File: config.mk
export PLATFORM = sky130hd
export DESIGN_NAME = cfg_loader
export DESIGN_NICKNAME = d
export VERILOG_FILES = /design/src/rtl/cfgload_pkg.sv /design/src/rtl/cfgload_sync.sv /design/src/rtl/cfgload_qual.sv /design/src/rtl/cfgload_shreg.sv /design/src/rtl/cfg_loader.sv
export SDC_FILE = /design/constraint.sdc
export NUM_CORES = 1
export LEC_CHECK = 0
export BUFFER_PORTS_ARGS = -buffer_cell sky130_fd_sc_hd__buf_4
export CAP_MARGIN = 20
export CORE_MARGIN = 10
export CORE_UTILIZATION = 53
export DETAILED_ROUTE_END_ITERATION = 8
export PLACE_DENSITY = 0.75
export SYNTH_ARGS = -nofsm -noshare
export SYNTH_HDL_FRONTEND = slang
export SYNTH_SLANG_ARGS = --single-unit
File: constraint.sdc
create_clock -name clk -period 1.6 [get_ports clk]
set_input_delay 0.32 -clock clk [delete_from_list [all_inputs] [get_ports clk]]
set_output_delay 0.32 -clock clk [all_outputs]
set_load 0.1 [all_outputs]
File: src/rtl/cfgload_pkg.sv
package cfgload_pkg;
  localparam int DEF_PH_W    = 4;
  localparam int DEF_CFG_W   = 6;
  localparam int DEF_MIN_LOW = 40;  // 200 ns at 200 MHz
  localparam int DEF_SYNC    = 2;
endpackage

File: src/rtl/cfgload_sync.sv
module cfgload_sync #(
  parameter int W = 4,
  parameter int STAGES = 2,
  parameter logic [W-1:0] RST_VAL = '0
) (
  input  logic         clk,
  input  logic         rst,
  input  logic [W-1:0] d,
  output logic [W-1:0] q
);
  logic [W-1:0] stg [STAGES];

  always_ff @(posedge clk) begin
    if (rst) stg[0] <= RST_VAL;
    else     stg[0] <= d;
  end

  for (genvar i = 1; i < STAGES; i++) begin : g_stage
    always_ff @(posedge clk) begin
      if (rst) stg[i] <= RST_VAL;
      else     stg[i] <= stg[i-1];
    end
  end

  assign q = stg[STAGES-1];
endmodule

File: src/rtl/cfgload_qual.sv
module cfgload_qual #(
  parameter int MIN_LOW_CYC = 40
) (
  input  logic clk,
  input  logic rst,
  input  logic all_low,
  output logic shift_pulse
);
  localparam int CW = $clog2(MIN_LOW_CYC + 1);
  localparam logic [CW-1:0] LAST = CW'(MIN_LOW_CYC - 1);

  logic [CW-1:0] low_cnt;
  logic          armed;

  assign shift_pulse = all_low && armed && (low_cnt == LAST);

  always_ff @(posedge clk) begin
    if (rst) begin
      low_cnt <= '0;
      armed   <= 1'b1;
    end else if (!all_low) begin
      low_cnt <= '0;
      armed   <= 1'b1;
    end else if (armed) begin
      if (low_cnt == LAST) begin
        low_cnt <= '0;
        armed   <= 1'b0;
      end else begin
        low_cnt <= low_cnt + 1'b1;
      end
    end
  end

  // a pulse never lasts more than one cycle
  assert_single_pulse_R4: assert property (@(posedge clk) disable iff (rst)
    shift_pulse |=> !shift_pulse);
  // after a pulse, no new pulse occurs while the group stays low
  assert_no_refire_R4: assert property (@(posedge clk) disable iff (rst)
    (shift_pulse ##1 all_low) |-> !shift_pulse);
endmodule

File: src/rtl/cfgload_shreg.sv
module cfgload_shreg #(
  parameter int W = 6
) (
  input  logic         clk,
  input  logic         rst,
  input  logic         shift_en,
  input  logic         bit_in,
  output logic [W-1:0] cfg
);
  always_ff @(posedge clk) begin
    if (rst)           cfg <= '0;
    else if (shift_en) cfg <= {cfg[W-2:0], bit_in};
  end

  // reset clears the word
  assert_reset_clear_R6: assert property (@(posedge clk)
    rst |=> (cfg == '0));
  // no shift, no change
  assert_hold_R7: assert property (@(posedge clk) disable iff (rst)
    !shift_en |=> $stable(cfg));
  // new bit enters bit 0, older bits move up
  assert_shift_dir_R5: assert property (@(posedge clk) disable iff (rst)
    shift_en |=> (cfg[W-1:1] == $past(cfg[W-2:0])) && (cfg[0] == $past(bit_in)));
endmodule

File: src/rtl/cfg_loader.sv
module cfg_loader
  import cfgload_pkg::*;
#(
  parameter int PH_W        = DEF_PH_W,
  parameter int CFG_W       = DEF_CFG_W,
  parameter int MIN_LOW_CYC = DEF_MIN_LOW,
  parameter int SYNC_STAGES = DEF_SYNC
) (
  input  logic             clk,
  input  logic             rst,
  input  logic [PH_W-1:0]  ph_in,
  input  logic             dat_a,
  input  logic             dat_b,
  output logic [CFG_W-1:0] cfg_word,
  output logic             prog_active
);
  logic [PH_W-1:0] ph_s;
  logic [1:0]      dat_s;
  logic            all_low;
  logic            shift_pulse;
  logic            ser_bit;

  // phases reset high so that reset does not look like programming mode
  cfgload_sync #(.W(PH_W), .STAGES(SYNC_STAGES), .RST_VAL({PH_W{1'b1}})) u_ph_sync (
    .clk(clk), .rst(rst), .d(ph_in), .q(ph_s));

  cfgload_sync #(.W(2), .STAGES(SYNC_STAGES), .RST_VAL(2'b00)) u_dat_sync (
    .clk(clk), .rst(rst), .d({dat_b, dat_a}), .q(dat_s));

  assign all_low = (ph_s == '0);
  assign ser_bit = dat_s[0] ^ dat_s[1];

  always_ff @(posedge clk) begin
    if (rst) prog_active <= 1'b0;
    else     prog_active <= all_low;
  end

  cfgload_qual #(.MIN_LOW_CYC(MIN_LOW_CYC)) u_qual (
    .clk(clk), .rst(rst), .all_low(all_low), .shift_pulse(shift_pulse));

  cfgload_shreg #(.W(CFG_W)) u_shreg (
    .clk(clk), .rst(rst), .shift_en(shift_pulse), .bit_in(ser_bit), .cfg(cfg_word));

  initial begin
    assert_min_low_R2: assert (MIN_LOW_CYC >= 2);
  end

  // any synchronized phase high drops the flag next cycle
  assert_flag_off_R1: assert property (@(posedge clk) disable iff (rst)
    (ph_s != '0) |=> !prog_active);
  // a shift only happens inside an all-low interval already flagged
  assert_pulse_in_prog_R2: assert property (@(posedge clk) disable iff (rst)
    shift_pulse |-> (prog_active && all_low));
  // word never changes while the flag is down
  assert_quiet_R7: assert property (@(posedge clk) disable iff (rst)
    (!prog_active && !all_low) |=> $stable(cfg_word));
endmodule

Word-level counts from Yosys, hierarchy flattened
Memories as Yosys holds them, arrays and structs flattened.
Index checks and enable logic that the tools add are counted.
- memories kept: 2
- bits in writable memories: 12
- output and inout bits: 7
- logic and storage cells: 28
- register bits: 14
- input bits: 8
- reduce and logical (&&, ||, !) cells: 4
- bitwise operators: 6
- add/sub/neg operators: 1
- equal/unequal tests: 1
- muxes and demuxes: 10
- memory list (name ; words ; width ; read ports ; clocked after memory_dff ; write ports ; RTL line ; text):
    u_ph_sync.stg ; 2 ; 4 ; 2 ; 0 ; 2 ; cfgload_sync.sv:11 ; logic [W-1:0] stg [STAGES];
    u_dat_sync.stg ; 2 ; 2 ; 2 ; 0 ; 2 ; cfgload_sync.sv:11 ;
- operator list (kind ; count):
    $mux W4 ; 2
    $add A6 B1 Y6 const B ; 1
    $eq A6 B6 Y1 const B ; 1
    $mux W6 ; 1
    $mux W1 ; 5
    $logic_not A4 Y1 ; 1
    $mux W2 ; 2
    $or A1 B1 Y1 ; 4
    $logic_and A1 B1 Y1 ; 2
    $reduce_or A2 Y1 ; 1
    $not A1 Y1 ; 1
    $xor A1 B1 Y1 ; 1

Logic depth before layout (Yosys ltp)
Gate-level depths: netlist of run 1.
- word-level depth: 3
- mapped depth: 5
- mapped depth without buffers: 4

Cells and area by module
A second synthesis of run 1 with hierarchy kept.
- cells, all modules: 80
- area total of the unflattened synthesis: 895.9 um^2
- modules (own cells, without submodules) (module ; area each (um^2) ; instances ; cells an instance ; sequential area each (um^2)):
    cfgload_qual ; 319.1 ; 1 ; 33 ; 140.1
    cfgload_shreg ; 214.0 ; 1 ; 19 ; 120.1
    cfgload_sync at u_ph_sync ; 210.2 ; 1 ; 16 ; 160.2
    cfgload_sync at u_dat_sync ; 105.1 ; 1 ; 8 ; 80.1
    cfg_loader ; 47.5 ; 1 ; 4 ; 20.0

Worst setup path after synthesis of run 1
Ideal clock, no wire load.
- path type: register -> register
- start: register u_qual.low_cnt[0]
- end: register u_shreg.cfg[1]
- stages on the path, launching flop included: 6
- setup time: 0.073 ns
- setup slack: 0.263 ns
- arrival time: 1.265 ns
- clock period less this slack: 1.337 ns
- buffers on the path: 1
- required time: 1.527 ns
- path through: dfxtp_1 > ha_1 > and4bb_1 > and4_4 > buf_6 > mux2i_1
- longest elaborated chain between the ends: 2
- ends and longest elaborated chain (element ; RTL line ; text):
    start, declared ; cfgload_qual.sv:12 ; logic [CW-1:0] low_cnt;
    start signal, assigned ; cfgload_qual.sv:29 ; low_cnt <= low_cnt + 1'b1;
    $eq A6 B6 Y1 ; cfgload_qual.sv:15 ; assign shift_pulse = all_low && armed && (low_cnt == LAST);
    $logic_and A1 B1 Y1 ; cfgload_qual.sv:15 ;
    end signal, assigned ; cfgload_shreg.sv:12 ; else if (shift_en) cfg <= {cfg[W-2:0], bit_in};
    end, declared ; cfgload_shreg.sv:8 ; output logic [W-1:0] cfg
Every way passes these cells.
A chain may end at the register's enable or synchronous reset.

Final worst setup path of run 1
- start: register u_qual.low_cnt[0]
- end: register u_shreg.cfg[0]
The elaborated chain is that of the path after synthesis.

==> results of run 1 <==
-- worst max-delay path by stage --
stage                                    from                end  slack [ns]  depth (start not counted)
after floorplan             u_qual.low_cnt[0]     u_shreg.cfg[1]        0.26                          5
after global placement      u_qual.low_cnt[0]     u_shreg.cfg[0]        0.25                          4
after detailed placement    u_qual.low_cnt[0]     u_shreg.cfg[0]        0.20                          4
after CTS                   u_qual.low_cnt[0]     u_shreg.cfg[0]        0.18                          4
after global routing      u_ph_sync.stg[1][1]  u_qual.low_cnt[3]        0.03                          3
final                       u_qual.low_cnt[0]     u_shreg.cfg[0]        0.18                          4
-- critical path, stage by stage (launching register included) --
cell      delay [ns]
dfxtp_1         0.40
ha_1            0.20
and4bb_1        0.26
and4_4          0.31
mux2i_1         0.20
-- placed cells by master, fill, tap and decap left out, drive strengths merged, types with 2 or more instances in the layout --
master / count
nand2b: 8
nand4: 2
xor2: 4
nand2: 3
clkbuf: 3
buf: 15
mux2i: 7
nor2b: 4
or2: 8
nor2: 3
dfxtp: 26
-- power by group through the flow --
stage / clock network (mW) / logic (mW) / registers [mW]
2_1_floorplan: 0 / 0.0189 / 0.678
3_3_place_gp: 0 / 0.0320 / 0.678
3_5_place_dp: 0 / 0.0333 / 0.679
4_1_cts: 0.449 / 0.0334 / 0.664
5_1_grt: 0.479 / 0.0366 / 0.666
6_report: 0.432 / 0.0325 / 0.664
-- Yosys cell counts --
cell type	n
dfxtp_1	26
nand2b_1	8
or2_2	8
mux2i_1	7
nor2b_1	4
xor2_1	4
clkbuf_1	3
nand2_1	3
nor2_1	3
buf_6	2
a211oi_1	1
a21o_1	1
a21oi_1	1
a221oi_2	1
and2_1	1
and2b_1	1
and4_4	1
and4bb_1	1
ha_1	1
inv_1	1
nand4_1	1
nand4_2	1
nor4_1	1
o21ai_0	1
o21ba_1	1
or2b_1	1
or3_1	1
-- area by class of cell --
| type | count | area, um^2 | share of cell area (%) |
|---|---|---|---|
| multi-input cells | 53 | 391.6 | 35.21 |
| clock buffers | 3 | 22.52 | 2.025 |
| well taps | 25 | 31.28 | 2.812 |
| repair buffers | 15 | 112.6 | 10.12 |
| inverters | 1 | 3.754 | 0.3375 |
| flip-flops and latches | 26 | 520.5 | 46.79 |
| clock inverters | 1 | 30.03 | 2.700 |
-- routing by layer --
layer  up-vias  GRT usage, %  part of all wire, %
li1        307             -                    -
met4         0         5.587                  2.8
met2        15         12.95                   43
met1       267         9.855                   50
met5         -             0                    0
met3         5         2.867                  4.4
-- sequential cells by signal, indices dropped and copies added, names as in the netlist --
name            count
u_ph_sync.stg       8
prog_active         1
u_qual.armed        1
u_qual.low_cnt      6
u_dat_sync.stg      4
u_shreg.cfg         6
-- metrics by stage --
stage | cells | setup WS [ns] | utilization (%) | instance area [um^2] | hold slack, ns
3_5_place_dp | 120 | 0.2007 | 62.05 | 1060 | 0.3956
6_report | 124 | 0.1823 | 65.13 | 1112 | 0.1776
3_3_place_gp | 120 | 0.2462 | 62.05 | 1060 | 0.3952
4_1_cts | 124 | 0.1763 | 65.13 | 1112 | 0.1634
5_1_grt | 124 | 0.03161 | 65.13 | 1112 | 0.1487
2_1_floorplan | 85 | 0.2628 | - | 949.7 | 0.3895
-- kinds of logic (layout without fill, tap and decap cells) --
group	after synthesis	in the layout
and+or+nand+nor	35	35
DFF	26	26
muxes	7	7
AOI/OAI and AO/OA	6	6
buffers and inverters	6	20
xor gates and xnor gates	4	4
adders and majority gates	1	1
==> metrics.cfg, run 1 <==
[sta]
drv_slew=0
fin_crit_sh_pct=88.60
rsz0062_at_grt=false
relSlewSlack_pct=75.75
finalSetupTns_ns=0
fmax_ghz=0.7054
setup_viol=0
clock_skew_ns=0.001019
finalCriticalPeriod_ns=1.418
final-hold-violation-count=0
worst_pin_slew_ns=0.3604

[pwr]
vdd_drop_max_mv=0.4886
p_per_area_nw_per_um2=1014
p_clk_share_pct=38.3
power_mw=1.128
leakage_nw=0.4719
seqPwrFrac_pct=58.9
intPower_uw=937.1
switchingPower_uw=191.2
switching_share_pct=16.95
power_frac_comb_pct=2.9

[run_status]
status=completed

[hold_path]
holdPathEnd=u_ph_sync.stg[0][1]
hold_path.class=input port to register
hold_start=ph_in[1]
whs_path_depth=2

[final_layout]
syn_to_final_growth_pct=17.13
final_nets=109
diodes=0
fillerInstances=144
post_route_cells_drive_above_1_share_pct=30.30

[clocking]
postCtsHoldBufs=0
cts_buffers=3
clockBufferDepth=2
cts.sinks=26
post_cts_resized=0
clk_latency_ns=0.31
cts_tree=done
cts_setup_buffers=0
cts.clk_slew.worst_paths_ns=0.13
root_buffer=clkbuf_4
htree_num_levels=1

[yosys]
synth_top_area_share_pct=54.81
synth_compound_area_share_pct=5.270
synth_top_family_by_area=simple AND/OR/NAND/NOR gates
yosysSeqAreaShare_pct=54.81
yosysWarnings=0
synthXorXnorAreaFrac_pct=3.689
synth_area_um2=949.7
synth_area_per_cell_um2=11.17
syn_nets=94
yosys_register_bits=26
yosysTopAreaCell=dfxtp_1
yosys.area_share.adder_pct=1.318
synthMuxAreaShare_pct=7.378
yosysUniqueCellTypes=27
synth_simple_gate_area_share_pct=23.58
synth_cells=85
synth.area.top_cells=dfxtp_1 55%, mux2i_1 7.4%, nand2b_1 5.3%

[setup_path]
crit_required_ns=1.85
path_class=register to register
regToRegEndpoint=u_shreg.cfg[0]
arrival_ns=1.67
r2r_slack_ns=0.18
end_kind=register
cp-start-kind=register
worstRegToRegCells=4
worstPathMaxFanout=6
r2r_start=u_qual.low_cnt[0]

[route]
wl_per_cell_um=11.26
vias=594
ant_nets=0
drt_iter0_drc=4
routed_via_density=4.790
drt_wl_total_mm=1.396
drc=0
firstDrtPassIters=3

[global_routing]
antenna_found_initial=0
grt_first_pass_wirelength_mm=2.746
overflow=0
grt_max_degree=21
grt_usage_pct=8.492
grt_pass1_vias=617

[die]
dieArea_um2=3885
die_w_um=62.33
die_y_um=62.33
ios=15
num_rows=15
coreArea_um2=1708
initial_core_util_pct=55.60

[place]
place_hpwl_mm=1.037
portBuffers=14
place_congestion=0.6910

[run]
maxCapViolations=0

Power figures use the tool's default switching activity.
==> run 2: changes to the inputs <==
Settings changed: CORE_UTILIZATION 53 to 47, PLACE_DENSITY 0.75 to 0.71.
Clock period 1.6 ns to 1.3 ns, I/O delays scaled along.
==> run 2 against run 1 <==
Effect of this change:
- the flow now finishes with violations (setup timing)
- clock skew increased by 0.0032 ns
- core utilization decreased by 4.4 points
- die area is 8.6% higher
- setup slack got worse by 0.20 ns
- maximum frequency grew 7.8%
- cell area rose by 6.1%
- register-to-register slack worse by 0.20 ns
- hold slack got worse by 0.064 ns
==> metrics.cfg, run 2 (synthesis results as in run 1) <==
[run_status]
status=finished with violations  ; was completed
violations=setup timing

[die]
dieArea_um2=4219  ; was 3885 um^2
coreArea_um2=1942  ; was 1708 um^2
num_rows=16  ; was 15
ios=15  ; unchanged
initial_core_util_pct=48.90  ; was 55.60%
die_w_um=64.95  ; was 62.33 um
die_y_um=64.95  ; was 62.33 um

[final_layout]
regArea_um2=529.3  ; was 520.5 um^2
syn_to_final_growth_pct=24.24  ; was 17.13%
multiInputGateArea_um2=410.4  ; was 391.6 um^2
layout_commonest_cell=dfxtp_1  ; unchanged
diodes=0  ; unchanged
utilization_pct=60.76  ; was 65.13%
post_route_cells_drive_above_1_share_pct=38.46  ; was 30.30%
final_cell_area_um2=1180  ; was 1112 um^2
fillerInstances=173  ; was 144
largest_reg_flops=8  ; unchanged
mostFrequentLayoutCells=23 x dfxtp_1, 20 x buf_4, 8 x or2_2, 8 x nand2b_1, 7 x mux2i_1  ; was 26 x dfxtp_1, 15 x buf_4, 8 x or2_2, 8 x nand2b_1, 7 x mux2i_1
top_regs=u_ph_sync.stg: 8 flops, u_qual.low_cnt: 6 flops, u_shreg.cfg: 6 flops  ; unchanged
largest-register=u_ph_sync.stg  ; unchanged
final_nets=114  ; was 109

[sta]
relSlewSlack_pct=81.45  ; was 75.75%
setup_slack_ns=-0.01450  ; was 0.1823 ns
finalCriticalPeriod_ns=1.315  ; was 1.418 ns
setup_viol=5  ; was 0
fin_crit_sh_pct=101.1  ; was 88.60%
drv_slew=0  ; unchanged
worst_pin_slew_ns=0.2806  ; was 0.3604 ns
fmax_ghz=0.7607  ; was 0.7054 GHz
rsz0062_at_grt=true  ; was false
final-hold-violation-count=0  ; unchanged
clock_skew_ns=0.004243  ; was 0.001019 ns
finalSetupTns_ns=-0.03376  ; was 0 ns

[clocking]
cts_tree=done  ; unchanged
clockBufferDepth=2  ; unchanged
htree_num_levels=1  ; unchanged
cts.sinks=26  ; unchanged
cts.clk_slew.worst_paths_ns=0.13  ; about the same
root_buffer=clkbuf_4  ; unchanged
clk_latency_ns=0.32  ; was 0.31 ns
cts_buffers=3  ; unchanged

[global_routing]
grt_pass1_vias=589  ; was 617
antenna_found_initial=0  ; unchanged
overflow=0  ; unchanged
grt_first_pass_wirelength_mm=2.518  ; was 2.746 mm
grt_usage_pct=7.687  ; was 8.492%
grt_max_degree=21  ; unchanged

[setup_path]
crit_slowest_cell=dfxtp_4  ; was dfxtp_1
slowest_delay_ns=0.39  ; was 0.40 ns
critPathTopFamily=simple AND/OR/NAND/NOR gates  ; unchanged
crit_buf_inv=0  ; unchanged
regToRegEndpoint=u_shreg.cfg[2]  ; was u_shreg.cfg[0]
arrival_ns=1.57  ; was 1.67 ns
path_cells=ha_4 > and4bb_1 > and4_4 > mux2i_1  ; was ha_1 > and4bb_1 > and4_4 > mux2i_1
r2r_slack_ns=-0.01  ; was 0.18 ns
r2r_start=u_qual.low_cnt[1]  ; was u_qual.low_cnt[0]
crit_required_ns=1.56  ; was 1.85 ns
worstPathMaxFanout=6  ; unchanged
cp-start-kind=register  ; unchanged
path_class=register to register  ; unchanged
worstRegToRegCells=4  ; unchanged
end_kind=register  ; unchanged
crit_cells=4  ; unchanged

[route]
drt_wl_total_mm=1.492  ; was 1.396 mm
drc=0  ; unchanged
routed_via_density=4.626  ; was 4.790
vias=606  ; was 594
ant_nets=0  ; unchanged
drt_iter0_drc=12  ; was 4
firstDrtPassIters=2  ; was 3
wl_per_cell_um=11.39  ; was 11.26 um

[place]
portBuffers=14  ; unchanged
place_congestion=0.7232  ; was 0.6910
place_area_um2=1100  ; was 1060 um^2
place_hpwl_mm=1.026  ; was 1.037 mm

[pwr]
vdd_drop_max_mv=0.9392  ; was 0.4886 mV
p_per_area_nw_per_um2=1184  ; was 1014 nW/um^2
leakage_nw=0.4970  ; was 0.4719 nW
power_mw=1.397  ; was 1.128 mW

[hold_path]
holdPathEnd=u_ph_sync.stg[0][3]  ; was u_ph_sync.stg[0][1]
whs_path_depth=2  ; unchanged
hold_start=ph_in[3]  ; was ph_in[1]
hold_path.class=input port to register  ; unchanged

[run]
maxCapViolations=0  ; unchanged

run 2: cell types whose count changed in the layout (fill, tap and decap cells not counted):
cell / change
buf_4: +5
dfxtp_1: -3
dfxtp_4: +2
dfxtp_2: +1
ha_1: -1
ha_4: +1
nor4_1: -1
nor4_2: +1
run 2: worst register-to-register path, cell delays in order, from the launching register on:
cell	delay, ns
dfxtp_4	0.39
ha_4	0.13
and4bb_1	0.23
and4_4	0.31
mux2i_1	0.19
run 2: worst max-delay path by stage:
stage | slack [ns] | from | to
finish | -0.01 | u_qual.low_cnt[1] | u_shreg.cfg[2]
global route | -0.08 | u_qual.low_cnt[0] | u_shreg.cfg[0]
CTS | -0.03 | u_qual.low_cnt[0] | u_shreg.cfg[2]
detailed placement | -0.001 | u_qual.low_cnt[0] | u_shreg.cfg[2]
global placement | 0.03 | u_qual.low_cnt[1] | u_shreg.cfg[2]
floorplan | 0.02 | u_qual.low_cnt[1] | u_shreg.cfg[1]
run 2: final cells by class:
cell class                      count  area share, %
Inverter                            1         0.3181
Timing Repair Buffer               20          12.73
Clock buffer                        3          1.909
Tap cell                           27          2.863
Multi-Input combinational cell     53          34.78
Sequential cell                    26          44.86
Clock inverter                      1          2.545
run 2: where the power goes:
group	switching (mW)	total [mW]	internal, mW
combinational	0.0124	0.0403	0.0279
clock	0.231	0.543	0.312
sequential	0.00444	0.814	0.810
total	0.248	1.40	1.15
run 2: per-stage QoR:
step	std cells	hold WS [ns]	setup WS (ns)
CTS	130	0.09759	-0.02750
detailed placement	125	0.3936	-0.001116
finish	131	0.1132	-0.01450
global route	131	0.09317	-0.07632
global placement	125	0.3946	0.02897
floorplan	85	0.3638	0.01577
run 2: metal layers:
metal  share of wire, %  vias to the layer above  global-route usage [%]
met5                  0                        -                       0
met4                2.3                        0                   6.417
met3                6.5                        4                   3.608
met2                 44                       13                   11.08
met1                 47                      269                   8.383
li1                   -                      320                       -
run 2: repair_timing:
item                                    CTS  global route
endpoints found under the setup margin    6            10
hold buffers                              0             0
gates resized for setup                   2             2
cloned                                    0             0
pin swaps                                 2             3
buffers inserted                          1             1
==> run 3: changes to the inputs <==
Settings changed: MAX_ROUTING_LAYER set to met4.
==> run 3 against run 2 <==
Effect of this change:
- the run still ends with setup timing left
- power barely moved
- combinational power barely moved
- hold slack did not move
- via count did not move
- maximum frequency barely moved
- sequential power barely moved
- cell count did not move
- clock skew barely moved
- count of clock-buffer cells in the layout did not move
- cell area did not move
- setup slack barely moved
- flip-flop and latch count did not move
==> metrics.cfg, run 3 (synthesis results as in run 1) <==
[place]
place_congestion=0.7318  ; was 0.7232
portBuffers=14  ; unchanged
dpl.cell_count=125  ; unchanged
place_hpwl_mm=1.026  ; unchanged
dpl_worst_slack_ns=-0.001116  ; unchanged

[clocking]
cts.sinks=26  ; unchanged
root_buffer=clkbuf_4  ; unchanged
clk_latency_ns=0.32  ; about the same
cts_tree=done  ; unchanged
clockBufferDepth=2  ; unchanged
htree_num_levels=1  ; unchanged
cts_buffers=3  ; unchanged
cts.clk_slew.worst_paths_ns=0.13  ; about the same

[final_layout]
diodes=0  ; unchanged
fillerInstances=173  ; unchanged
layout_commonest_cell=dfxtp_1  ; unchanged
post_route_cells_drive_above_1_share_pct=38.46  ; unchanged
mostFrequentLayoutCells=23 x dfxtp_1, 20 x buf_4, 8 x or2_2, 8 x nand2b_1, 7 x mux2i_1  ; unchanged
largest-register=u_ph_sync.stg  ; unchanged
final_nets=114  ; unchanged
largest_reg_flops=8  ; unchanged
syn_to_final_growth_pct=24.24  ; unchanged
layout.cells.non_filler=131  ; unchanged
top_regs=u_ph_sync.stg: 8 flops, u_qual.low_cnt: 6 flops, u_shreg.cfg: 6 flops  ; unchanged

[global_routing]
overflow=0  ; unchanged
grt_first_pass_wirelength_mm=2.518  ; unchanged
grt_pass1_vias=589  ; unchanged
grt_max_degree=21  ; unchanged
antenna_found_initial=0  ; unchanged
grt_usage_pct=7.908  ; was 7.687%

[route]
routed_via_density=4.626  ; unchanged
drt_wl_total_mm=1.492  ; unchanged
drt_iter0_drc=12  ; unchanged
ant_nets=0  ; unchanged
vias=606  ; unchanged
drc=0  ; unchanged
wl_per_cell_um=11.39  ; unchanged
firstDrtPassIters=2  ; unchanged

[sta]
final-hold-violation-count=0  ; unchanged
fmax_ghz=0.7608  ; was 0.7607 GHz
clock_skew_ns=0.004230  ; was 0.004243 ns
setup_slack_ns=-0.01448  ; was -0.01450 ns
rsz0062_at_grt=true  ; unchanged
finalCriticalPeriod_ns=1.314  ; was 1.315 ns
relSlewSlack_pct=81.45  ; unchanged
drv_slew=0  ; unchanged
worst_pin_slew_ns=0.2806  ; unchanged
setup_viol=5  ; unchanged
fin_crit_sh_pct=101.1  ; about the same

[setup_path]
path_class=register to register  ; unchanged
cp-start-kind=register  ; unchanged
crit_required_ns=1.56  ; about the same
arrival_ns=1.57  ; about the same
end_kind=register  ; unchanged
worstPathMaxFanout=6  ; unchanged

[die]
ios=15  ; unchanged
coreArea_um2=1942  ; unchanged
num_rows=16  ; unchanged
dieArea_um2=4219  ; unchanged
initial_core_util_pct=48.90  ; unchanged
die_y_um=64.95  ; unchanged
die_w_um=64.95  ; unchanged

[run_status]
violations=setup timing  ; unchanged
status=finished with violations  ; unchanged

[pwr]
p_per_area_nw_per_um2=1184  ; about the same
vdd_drop_max_mv=0.9392  ; unchanged
leakage_nw=0.4970  ; unchanged

[run]
maxCapViolations=0  ; unchanged

[hold_path]
hold_path.class=input port to register  ; unchanged

run 3: cell counts in the layout (fill, tap and decap cells not counted):
No cell type changed its count.
run 3: layout make-up:
| class | count | area, um^2 | area share, % |
|---|---|---|---|
| clock buffer | 3 | 22.52 | 1.909 |
| sequential | 26 | 529.3 | 44.86 |
| inverter | 1 | 3.754 | 0.3181 |
| multi-input combinational | 53 | 410.4 | 34.78 |
| tap | 27 | 33.78 | 2.863 |
| clock inverter | 1 | 30.03 | 2.545 |
| timing repair buffer | 20 | 150.1 | 12.73 |
run 3: critical path, stage by stage (launching register included):
cell and delay (ns):
dfxtp_4 0.39, ha_4 0.13, and4bb_1 0.23, and4_4 0.31
mux2i_1 0.19
run 3: worst paths after layout:
| check | from | endpoint | slack [ns] | depth (start not counted) |
|---|---|---|---|---|
| setup / recovery | u_qual.low_cnt[1] | u_shreg.cfg[2] | -0.01 | 4 |
| setup reg to reg | u_qual.low_cnt[1] | u_shreg.cfg[2] | -0.01 | 4 |
| hold reg to reg | u_ph_sync.stg[0][0] | u_ph_sync.stg[1][0] | 0.42 | 1 |
| hold / removal | ph_in[3] | u_ph_sync.stg[0][3] | 0.11 | 2 |
run 3: metal layers:
layer,vias up,global-route usage (%),part of all wire (%)
li1,320,-,-
met1,269,8.679,49
met2,13,11.08,44
met3,4,3.093,4.8
met4,0,6.417,2.3
met5,-,-,0
run 3: metrics by stage:
step	power [mW]	TNS [ns]	utilization (%)	cell area (um^2)	hold slack, ns
finish	1.397	-0.03370	60.76	1180	0.1132
global route	1.455	-0.4562	60.76	1180	0.09321
CTS	1.418	-0.1027	59.99	1165	0.09759
detailed placement	0.8761	-0.001116	56.64	1100	0.3936
global placement	0.8745	0	56.64	1100	0.3946
floorplan	0.8577	0	-	964.7	0.3638
run 3: power breakdown:
group          switching (mW)  internal [mW]
clock                   0.231          0.312
sequential            0.00444          0.810
combinational          0.0124         0.0279
total                   0.248           1.15
run 3: repair_timing:
item / CTS / global route
gates resized for setup: 2 / 2
pin swaps: 2 / 3
endpoints found under the setup margin: 6 / 10
gates cloned: 0 / 0
hold buffers: 0 / 0
buffers inserted: 1 / 1
